--- config.mk ---
export PLATFORM = sky130hd
export DESIGN_NAME = flash_pwr_fallback
export DESIGN_NICKNAME = d
export VERILOG_FILES = /design/src/rtl/fpf_pkg.sv /design/src/rtl/fpf_grace_counter.sv /design/src/rtl/fpf_bank_fsm.sv /design/src/rtl/fpf_pump_fsm.sv /design/src/rtl/flash_pwr_fallback.sv
export SDC_FILE = /design/constraint.sdc
export NUM_CORES = 1
export LEC_CHECK = 0
export ABC_AREA = 1
export BUFFER_PORTS_ARGS = -buffer_cell sky130_fd_sc_hd__buf_2
export CAP_MARGIN = 20
export CORE_MARGIN = 1
export CORE_UTILIZATION = 55
export CTS_BUF_LIST = sky130_fd_sc_hd__clkbuf_8
export DETAILED_ROUTE_END_ITERATION = 7
export GPL_TIMING_DRIVEN = 0
export PLACE_DENSITY_LB_ADDON = 0.2
export SLEW_MARGIN = 25
export SYNTH_ARGS = -nofsm -noshare
export SYNTH_HDL_FRONTEND = slang
export SYNTH_SLANG_ARGS = --single-unit
export TNS_END_PERCENT = 5
--- constraint.sdc ---
create_clock -name clk -period 3.14 [get_ports clk]
set_input_delay 0.157 -clock clk [delete_from_list [all_inputs] [get_ports clk]]
set_output_delay 0.157 -clock clk [all_outputs]
set_load 0.01 [all_outputs]
--- src/rtl/fpf_pkg.sv ---
package fpf_pkg;

    typedef enum logic [1:0] {
        BK_SLEEP   = 2'b00,
        BK_STANDBY = 2'b01,
        BK_ACTIVE  = 2'b11
    } bank_state_e;

    typedef enum logic [1:0] {
        PS_SLEEP   = 2'b00,
        PS_STANDBY = 2'b01,
        PS_ACTIVE  = 2'b11
    } pump_state_e;

    localparam logic [1:0] MODE_SLEEP   = 2'b00;
    localparam logic [1:0] MODE_STANDBY = 2'b01;
    localparam logic [1:0] MODE_ACTIVE  = 2'b11;

    // Fallback code to bank state; the spare code behaves as active.
    function automatic bank_state_e fallback_to_bank(input logic [1:0] code);
        bank_state_e s;
        case (code)
            MODE_SLEEP:   s = BK_SLEEP;
            MODE_STANDBY: s = BK_STANDBY;
            default:      s = BK_ACTIVE;
        endcase
        return s;
    endfunction

endpackage

--- src/rtl/fpf_grace_counter.sv ---
module fpf_grace_counter #(
    parameter int W = 8
) (
    input  logic         clk,
    input  logic         rst_n,
    input  logic         load,
    input  logic [W-1:0] load_val,
    input  logic         dec,
    output logic         zero
);
    logic [W-1:0] count_q;

    always_ff @(posedge clk or negedge rst_n) begin
        if (!rst_n) begin
            count_q <= '0;
        end else if (load) begin
            count_q <= load_val;
        end else if (dec && (count_q != '0)) begin
            count_q <= count_q - W'(1);
        end
    end

    always_comb zero = (count_q == '0);
endmodule

--- src/rtl/fpf_bank_fsm.sv ---
module fpf_bank_fsm
    import fpf_pkg::*;
#(
    parameter int GRACE_W = 8
) (
    input  logic               clk,
    input  logic               rst_n,
    input  logic               access,
    input  logic [1:0]         fallback,
    input  logic [GRACE_W-1:0] grace,
    output logic [1:0]         mode,
    output logic               is_active,
    output logic               is_sleep
);
    bank_state_e state_q, state_d, fb_state;
    logic        cnt_zero;
    logic        cnt_dec;

    always_comb fb_state = fallback_to_bank(fallback);
    always_comb cnt_dec  = (state_q == BK_ACTIVE);

    fpf_grace_counter #(.W(GRACE_W)) u_grace (
        .clk      (clk),
        .rst_n    (rst_n),
        .load     (access),
        .load_val (grace),
        .dec      (cnt_dec),
        .zero     (cnt_zero)
    );

    // Next-state logic
    always_comb begin
        state_d = state_q;
        unique case (state_q)
            BK_ACTIVE: begin
                if (access)        state_d = BK_ACTIVE;  // hold-on-access
                else if (cnt_zero) state_d = fb_state;   // expire
                else               state_d = BK_ACTIVE;
            end
            BK_STANDBY, BK_SLEEP: begin
                if (access) state_d = BK_ACTIVE;         // wake
                else        state_d = fb_state;          // follow
            end
            default: state_d = BK_ACTIVE;
        endcase
    end

    // State register
    always_ff @(posedge clk or negedge rst_n) begin
        if (!rst_n) state_q <= BK_ACTIVE;
        else        state_q <= state_d;
    end

    // Outputs
    always_comb begin
        unique case (state_q)
            BK_SLEEP:   mode = MODE_SLEEP;
            BK_STANDBY: mode = MODE_STANDBY;
            default:    mode = MODE_ACTIVE;
        endcase
        is_active = (state_q == BK_ACTIVE);
        is_sleep  = (state_q == BK_SLEEP);
    end
endmodule

--- src/rtl/fpf_pump_fsm.sv ---
module fpf_pump_fsm
    import fpf_pkg::*;
#(
    parameter int GRACE_W = 8
) (
    input  logic               clk,
    input  logic               rst_n,
    input  logic               any_access,
    input  logic               any_active,
    input  logic               all_sleep,
    input  logic               all_req,
    input  logic [GRACE_W-1:0] grace,
    output logic [1:0]         mode,
    output logic               ready
);
    pump_state_e state_q, state_d, fb_state;
    logic        busy;
    logic        cnt_zero;
    logic        cnt_dec;

    always_comb begin
        busy     = any_access | any_active;
        fb_state = (all_req && all_sleep) ? PS_SLEEP : PS_STANDBY;
        cnt_dec  = (state_q == PS_ACTIVE) && !busy;
    end

    // Held at the owner's value while busy, counts once all banks idle.
    fpf_grace_counter #(.W(GRACE_W)) u_grace (
        .clk      (clk),
        .rst_n    (rst_n),
        .load     (busy),
        .load_val (grace),
        .dec      (cnt_dec),
        .zero     (cnt_zero)
    );

    // Next-state logic
    always_comb begin
        state_d = state_q;
        unique case (state_q)
            PS_ACTIVE: begin
                if (busy)          state_d = PS_ACTIVE;  // hold
                else if (cnt_zero) state_d = fb_state;   // expire
                else               state_d = PS_ACTIVE;
            end
            PS_STANDBY, PS_SLEEP: begin
                if (busy) state_d = PS_ACTIVE;           // wake
                else      state_d = fb_state;            // follow
            end
            default: state_d = PS_ACTIVE;
        endcase
    end

    // State register
    always_ff @(posedge clk or negedge rst_n) begin
        if (!rst_n) state_q <= PS_ACTIVE;
        else        state_q <= state_d;
    end

    // Outputs
    always_comb begin
        unique case (state_q)
            PS_SLEEP:   mode = MODE_SLEEP;
            PS_STANDBY: mode = MODE_STANDBY;
            default:    mode = MODE_ACTIVE;
        endcase
        ready = (state_q == PS_ACTIVE);
    end
endmodule

--- src/rtl/flash_pwr_fallback.sv ---
module flash_pwr_fallback #(
    parameter int N_BANKS = 2,
    parameter int GRACE_W = 8,
    parameter int OWN_W   = $clog2(N_BANKS)
) (
    input  logic                       clk,
    input  logic                       rst_n,
    input  logic [N_BANKS-1:0]         bank_access,
    input  logic [2*N_BANKS-1:0]       bank_fallback,
    input  logic [GRACE_W*N_BANKS-1:0] bank_grace,
    input  logic [GRACE_W*N_BANKS-1:0] pump_grace,
    input  logic [N_BANKS-1:0]         pump_sleep_req,
    input  logic [OWN_W-1:0]           pump_owner,
    output logic [2*N_BANKS-1:0]       bank_mode,
    output logic [1:0]                 pump_mode,
    output logic                       pump_ready
);
    logic [N_BANKS-1:0] bank_active;
    logic [N_BANKS-1:0] bank_sleep;
    logic [GRACE_W-1:0] owner_grace;

    for (genvar i = 0; i < N_BANKS; i++) begin : g_bank
        fpf_bank_fsm #(.GRACE_W(GRACE_W)) u_bank (
            .clk       (clk),
            .rst_n     (rst_n),
            .access    (bank_access[i]),
            .fallback  (bank_fallback[2*i +: 2]),
            .grace     (bank_grace[GRACE_W*i +: GRACE_W]),
            .mode      (bank_mode[2*i +: 2]),
            .is_active (bank_active[i]),
            .is_sleep  (bank_sleep[i])
        );
    end

    // Owner select; an out-of-range index falls back to controller 0.
    always_comb begin
        owner_grace = pump_grace[GRACE_W-1:0];
        for (int i = 1; i < N_BANKS; i++) begin
            if (pump_owner == OWN_W'(i)) owner_grace = pump_grace[GRACE_W*i +: GRACE_W];
        end
    end

    fpf_pump_fsm #(.GRACE_W(GRACE_W)) u_pump (
        .clk        (clk),
        .rst_n      (rst_n),
        .any_access (|bank_access),
        .any_active (|bank_active),
        .all_sleep  (&bank_sleep),
        .all_req    (&pump_sleep_req),
        .grace      (owner_grace),
        .mode       (pump_mode),
        .ready      (pump_ready)
    );
endmodule

## Yosys cells after proc, flatten, opt, wreduce, memory -nomap -nowiden

Cells that the tools add are included.

| operators by class | value |
|---|---|
| reductions and logical operators | 27 |
| mux-type cells | 25 |
| $add $sub $neg | 3 |
| equality and inequality tests | 8 |
| bitwise gates (word level) | 1 |

Operators with widths:

| kind | number |
|---|---|
| two-way mux 8 bit | 7 |
| case mux 2 bit (2 select lines) | 8 |
| zero test 8 bit | 3 |
| nonzero test 8 bit | 3 |
| subtractor 8 x 1 -> 8 bit (second input constant) | 3 |
| two-way mux 2 bit | 9 |
| equality test 2 x 1 -> 1 bit (second input constant) | 5 |
| zero test 2 bit | 5 |
| OR reduction 2 bit | 5 |
| equality test 2 bit (second input constant) | 3 |
| nonzero test 2 bit | 3 |
| logical AND 1 bit | 5 |
| AND reduction 2 bit | 2 |
| zero test 1 bit | 1 |
| two-way mux 1 bit | 1 |
| bitwise OR 1 bit | 1 |

| storage, ports and cells | value |
|---|---|
| output and inout port bits | 7 |
| flip-flop bits (word level) | 30 |

## Depth between registers and ports, before layout

| logic depth | value |
|---|---|
| depth in word-level cells | 8 |
| mapped depth | 10 |
| gate-level depth less buffers | 10 |

## By module

Synthesis repeated with hierarchy kept, for this count alone.

| second synthesis, totals | value |
|---|---|
| cells, all modules | 352 |
| area, all modules | 2223.4 um2 |

Modules (own cells, without submodules):

| module | instances | sequential area each (um2) | area each (um2) | cells each |
|---|---|---|---|---|
| fpf_grace_counter | 3 | 200.2 | 596.8 | 93 |
| fpf_bank_fsm | 2 | 52.6 | 95.1 | 13 |
| flash_pwr_fallback | 1 | 0.0 | 132.6 | 32 |
| fpf_pump_fsm | 1 | 52.6 | 110.1 | 15 |

## Worst setup path after synthesis

No wires, ideal clock.

| path | value |
|---|---|
| path kind | reg2reg |
| from | register g_bank[0].u_bank.u_grace.count_q[0] |
| to | register g_bank[0].u_bank.u_grace.count_q[1] |
| data arrival time | 1.379 ns |
| path buffers | 1 |
| slack | 1.642 ns |
| setup time | 0.119 ns |
| required time | 3.021 ns |
| stages on the path, launching flop included | 11 |
| cells stage by stage | dfrtp_1 > inv_1 > ha_1 > inv_1 > nor2_2 > nand4_1 > nand2_1 > nand2_2 > buf_6 > nand2_1 > o21ai_2 |

| between the ends | value |
|---|---|
| cells in the longest elaborated chain, start to end | 3 |

Ends and longest elaborated chain:

| item | RTL line | RTL |
|---|---|---|
| from (decl) | fpf_grace_counter.sv:11 | `logic [W-1:0] count_q;` |
| from (signal assigned) | fpf_grace_counter.sv:17 | `count_q <= load_val;` |
| from (signal assigned) | fpf_grace_counter.sv:19 | `count_q <= count_q - W'(1);` |
| subtractor 8 x 1 -> 8 bit / nonzero test 8 bit (equally long branches) | fpf_grace_counter.sv:19, fpf_grace_counter.sv:18 |  |
| two-way mux 8 bit / logical AND 1 bit (equally long branches) | fpf_grace_counter.sv:18 | `end else if (dec && (count_q != '0)) begin` |
| two-way mux 8 bit / nonzero test 2 bit (equally long branches) | n/a |  |

Several ways; a longest one is shown, not always the timed one. The select of a mux whose other input is x is not followed.
A chain may end at the register's enable or synchronous reset.

## Worst setup path in the final report

Ends and elaborated chain as after synthesis.

==> reports/metrics.yaml <==
fin_worst_skew_ns: 0.00825
drt_iter0_markers: 122
yosys_warnings: 0
critical_path.reg2reg.startpoint: "g_bank[0].u_bank.u_grace.count_q[0]"
worst_setup_path_start_kind: "flop"
timing.reg2reg.setup_slack_ns: 1.40
grt_first_pass_wirelength_um: 8020
hold_viol_final: 0
diodes: 0
max_slew_violation_count: 0
drt_wl_total_um: 4600
die-area_mm2: 0.00420
clock_pin_slew_worst_setup_and_hold_paths_ns: 0.07
max_freq_mhz: 574
power_per_cell_area_mw_per_mm2: 396
timing.max_cap.violations: 0
critPathKind: "flop to flop"
min_path_cells: 2
placementRows: 22
worstSkewPairLatency_ns: 0.29
route.detailed.wl_per_inst_um: 10.9
outcome: "completed"
critical_path_required_ns: 3.31
area.growth.synth_to_final_pct: 18.3
post_synth.cell_area_avg_um2: 6.82
worst_r2r_path_depth: 10
synthDistinctLibCells: 31
critPathSlowestCell: "dfrtp_1"
netlist.top_cell.by_area: "dfrtp_1"
cts_tree: "done"
globalplace.congestion: 0.869
cp_data_arrival_time_ns: 1.91
cp_cell_sequence: "inv_1 > ha_1 > inv_1 > nor2_2 > nand4_1 > nand2_1 > nand2_2 > buf_6 > nand2_1 > o21ai_2"
synth_fp_nets: 364
cp-end-kind: "flop"
vias_per_cell: 5.06
rsz_0062_raised_after_global_routing: "false"
number_of_standard_cells_after_synthesis: 318
cell_class_contributing_the_biggest_share_of_worst_path_delay: "simple AND/OR/NAND/NOR gates"
largest_net_degree_at_the_start_of_global_routing: 31
min_delay_worst_endpoint: "g_bank[1].u_bank.state_q[0]"
number_of_nets_in_the_layout: 419
critical_path.reg2reg.endpoint: "g_bank[0].u_bank.u_grace.count_q[1]"
cts-htree-levels: 2
vdd.ir_drop.worst_uv: 275
placed_cells_incl_taps: 413
numClockSinks: 30
tritoncts.num_buffers: 5
share_of_post_route_cells_with_drive_strength_above_1: 0.262
floorplan.initialDensity: 0.584
grt.total_usage: 0.246
hold_path.class: "primary input to flop"
netlist_area_mm2: 0.00217
detailroute.via_count: 2135
fill_cells: 331
p_leak_nw: 1.44
initial_antenna_violation_count: 0
timing.slew.headroom: 0.553
critPathMaxFanout: 10
final_cell_mix: "nand2_1 (102), buf_2 (49), inv_1 (41), nand3_1 (39), nor2_1 (27)"
crit_path_max_incr_delay_ns: 0.37
critical_path_buf_inv_count: 3
period_minus_slack_ns: 1.74
placement.io_buffers: 47
final_critical_path_share_of_the_clock_period: 0.555
post-synth-top-area-fraction: 0.277
clk_root_buffer_cell: "clkbuf_8"
instances_no_fill: 422
boundaryPins: 50
horizontal_extent_of_the_die_um: 64.8
synthTopCellsByArea: "dfrtp_1 (28%), nand2_1 (18%), nand3_1 (9.0%), dfstp_2 (7.3%), inv_1 (6.9%)"
setup-tns-final_ns: 0
core_footprint_mm2: 0.00372
cts_buffer_depth: 2
drtPass1Iterations: 4
grt_remaining_overflow: 0
grt_pass1_vias: 1942
cts_setup_buffers: 0
drcViolationCount: 0
hold_start: "bank_fallback[2]"
synth-seq-area-share: 0.349
final_report_setup_violation_count: 0
detailedPlacementHpwl_um: 3520
layout_commonest_cell: "nand2_1"
chipHeight_um: 64.8
worst-slew-pin-transition_ns: 0.670
postSynthRegisterBits: 30
antenna_left: 0
## cell type report
| class | count | area [µm²] | area share |
|---|---|---|---|
| clock inverters | 2 | 8.76 | 0.00341 |
| inverters | 43 | 170 | 0.0663 |
| well taps | 48 | 60.1 | 0.0234 |
| clock buffers | 6 | 82.6 | 0.0322 |
| plain buffers | 11 | 81.3 | 0.0317 |
| repair buffers | 48 | 245 | 0.0956 |
| multi-input cells | 234 | 1160 | 0.452 |
| flip-flops and latches | 30 | 758 | 0.295 |
## power by group
part / leakage (nW) / switching, mW / total (mW) / internal, mW
combinational: 1.04 / 0.146 / 0.240 / 0.0941
clock: 0.0524 / 0.147 / 0.320 / 0.173
sequential: 0.348 / 0.0328 / 0.455 / 0.423
total: 1.44 / 0.325 / 1.02 / 0.690
## sequential cells by signal, summed over array words and instances (netlist names)
signal and flops:
u_pump.u_grace.count_q 8, g_bank.u_bank.u_grace.count_q 16, g_bank.u_bank.state_q 4, u_pump.state_q 2
## Yosys cell counts (all sizes together)
| cell type | instances |
|---|---|
| o211ai | 1 |
| clkbuf | 4 |
| nor2 | 29 |
| nor3 | 1 |
| a21oi | 1 |
| nand2 | 107 |
| xnor2 | 1 |
| nand4 | 5 |
| inv | 41 |
| buf | 7 |
| ha | 3 |
| mux2 | 1 |
| o21ai | 35 |
| nand3 | 39 |
| dfstp | 6 |
| or2 | 7 |
| clkinv | 2 |
| mux2i | 2 |
| dfrtp | 24 |
| o21bai | 2 |
## worst max path at each step
| stage | slack (ns) | depth (start not counted) | endpoint | from |
|---|---|---|---|---|
| floorplan | 1.64 | 10 | g_bank[0].u_bank.u_grace.count_q[1] | g_bank[0].u_bank.u_grace.count_q[0] |
| global placement | 1.46 | 10 | g_bank[0].u_bank.u_grace.count_q[1] | g_bank[0].u_bank.u_grace.count_q[0] |
| detailed placement | 1.42 | 10 | g_bank[0].u_bank.u_grace.count_q[1] | g_bank[0].u_bank.u_grace.count_q[0] |
| CTS | 1.41 | 10 | g_bank[0].u_bank.u_grace.count_q[1] | g_bank[0].u_bank.u_grace.count_q[0] |
| global route | 1.28 | 10 | g_bank[0].u_bank.u_grace.count_q[1] | g_bank[0].u_bank.u_grace.count_q[0] |
| finish | 1.40 | 10 | g_bank[0].u_bank.u_grace.count_q[1] | g_bank[0].u_bank.u_grace.count_q[0] |
## stage by stage
| step | power (mW) | setup WS, ns | hold WS [ns] | util | instance area (µm²) |
|---|---|---|---|---|---|
| finish | 1.02 | 1.40 | 0.0770 | 0.691 | 2570 |
| CTS | 1.02 | 1.41 | 0.0725 | 0.691 | 2570 |
| global route | 1.08 | 1.28 | 0.0785 | 0.691 | 2570 |
| global placement | 0.689 | 1.46 | 0.235 | 0.663 | 2460 |
| floorplan | 0.625 | 1.64 | -0.139 | - | 2170 |
| detailed placement | 0.698 | 1.42 | 0.238 | 0.663 | 2460 |
## routing by layer
metal	wire [µm]	GRT usage
met5	0	0
met4	61	0.100
met3	268	0.0493
met2	2080	0.406
met1	2190	0.312
## logic make-up after synthesis
logic type	after synthesis	share of synthesized area
and+or+nand+nor	188	0.381
buffers and inverters	54	0.116
AOI/OAI and AO/OA	39	0.118
DFF	30	0.349
muxes	3	0.0144
adders and majority gates	3	0.0173
xor gates and xnor gates	1	0.00404
## repair_timing
item | 4_1_cts | 5_1_grt
gates resized for setup | 0 | 0
hold endpoints to repair | 24 | 0
hold buffers | 1 | 0
No activity file was read; power rests on OpenSTA's default activity.
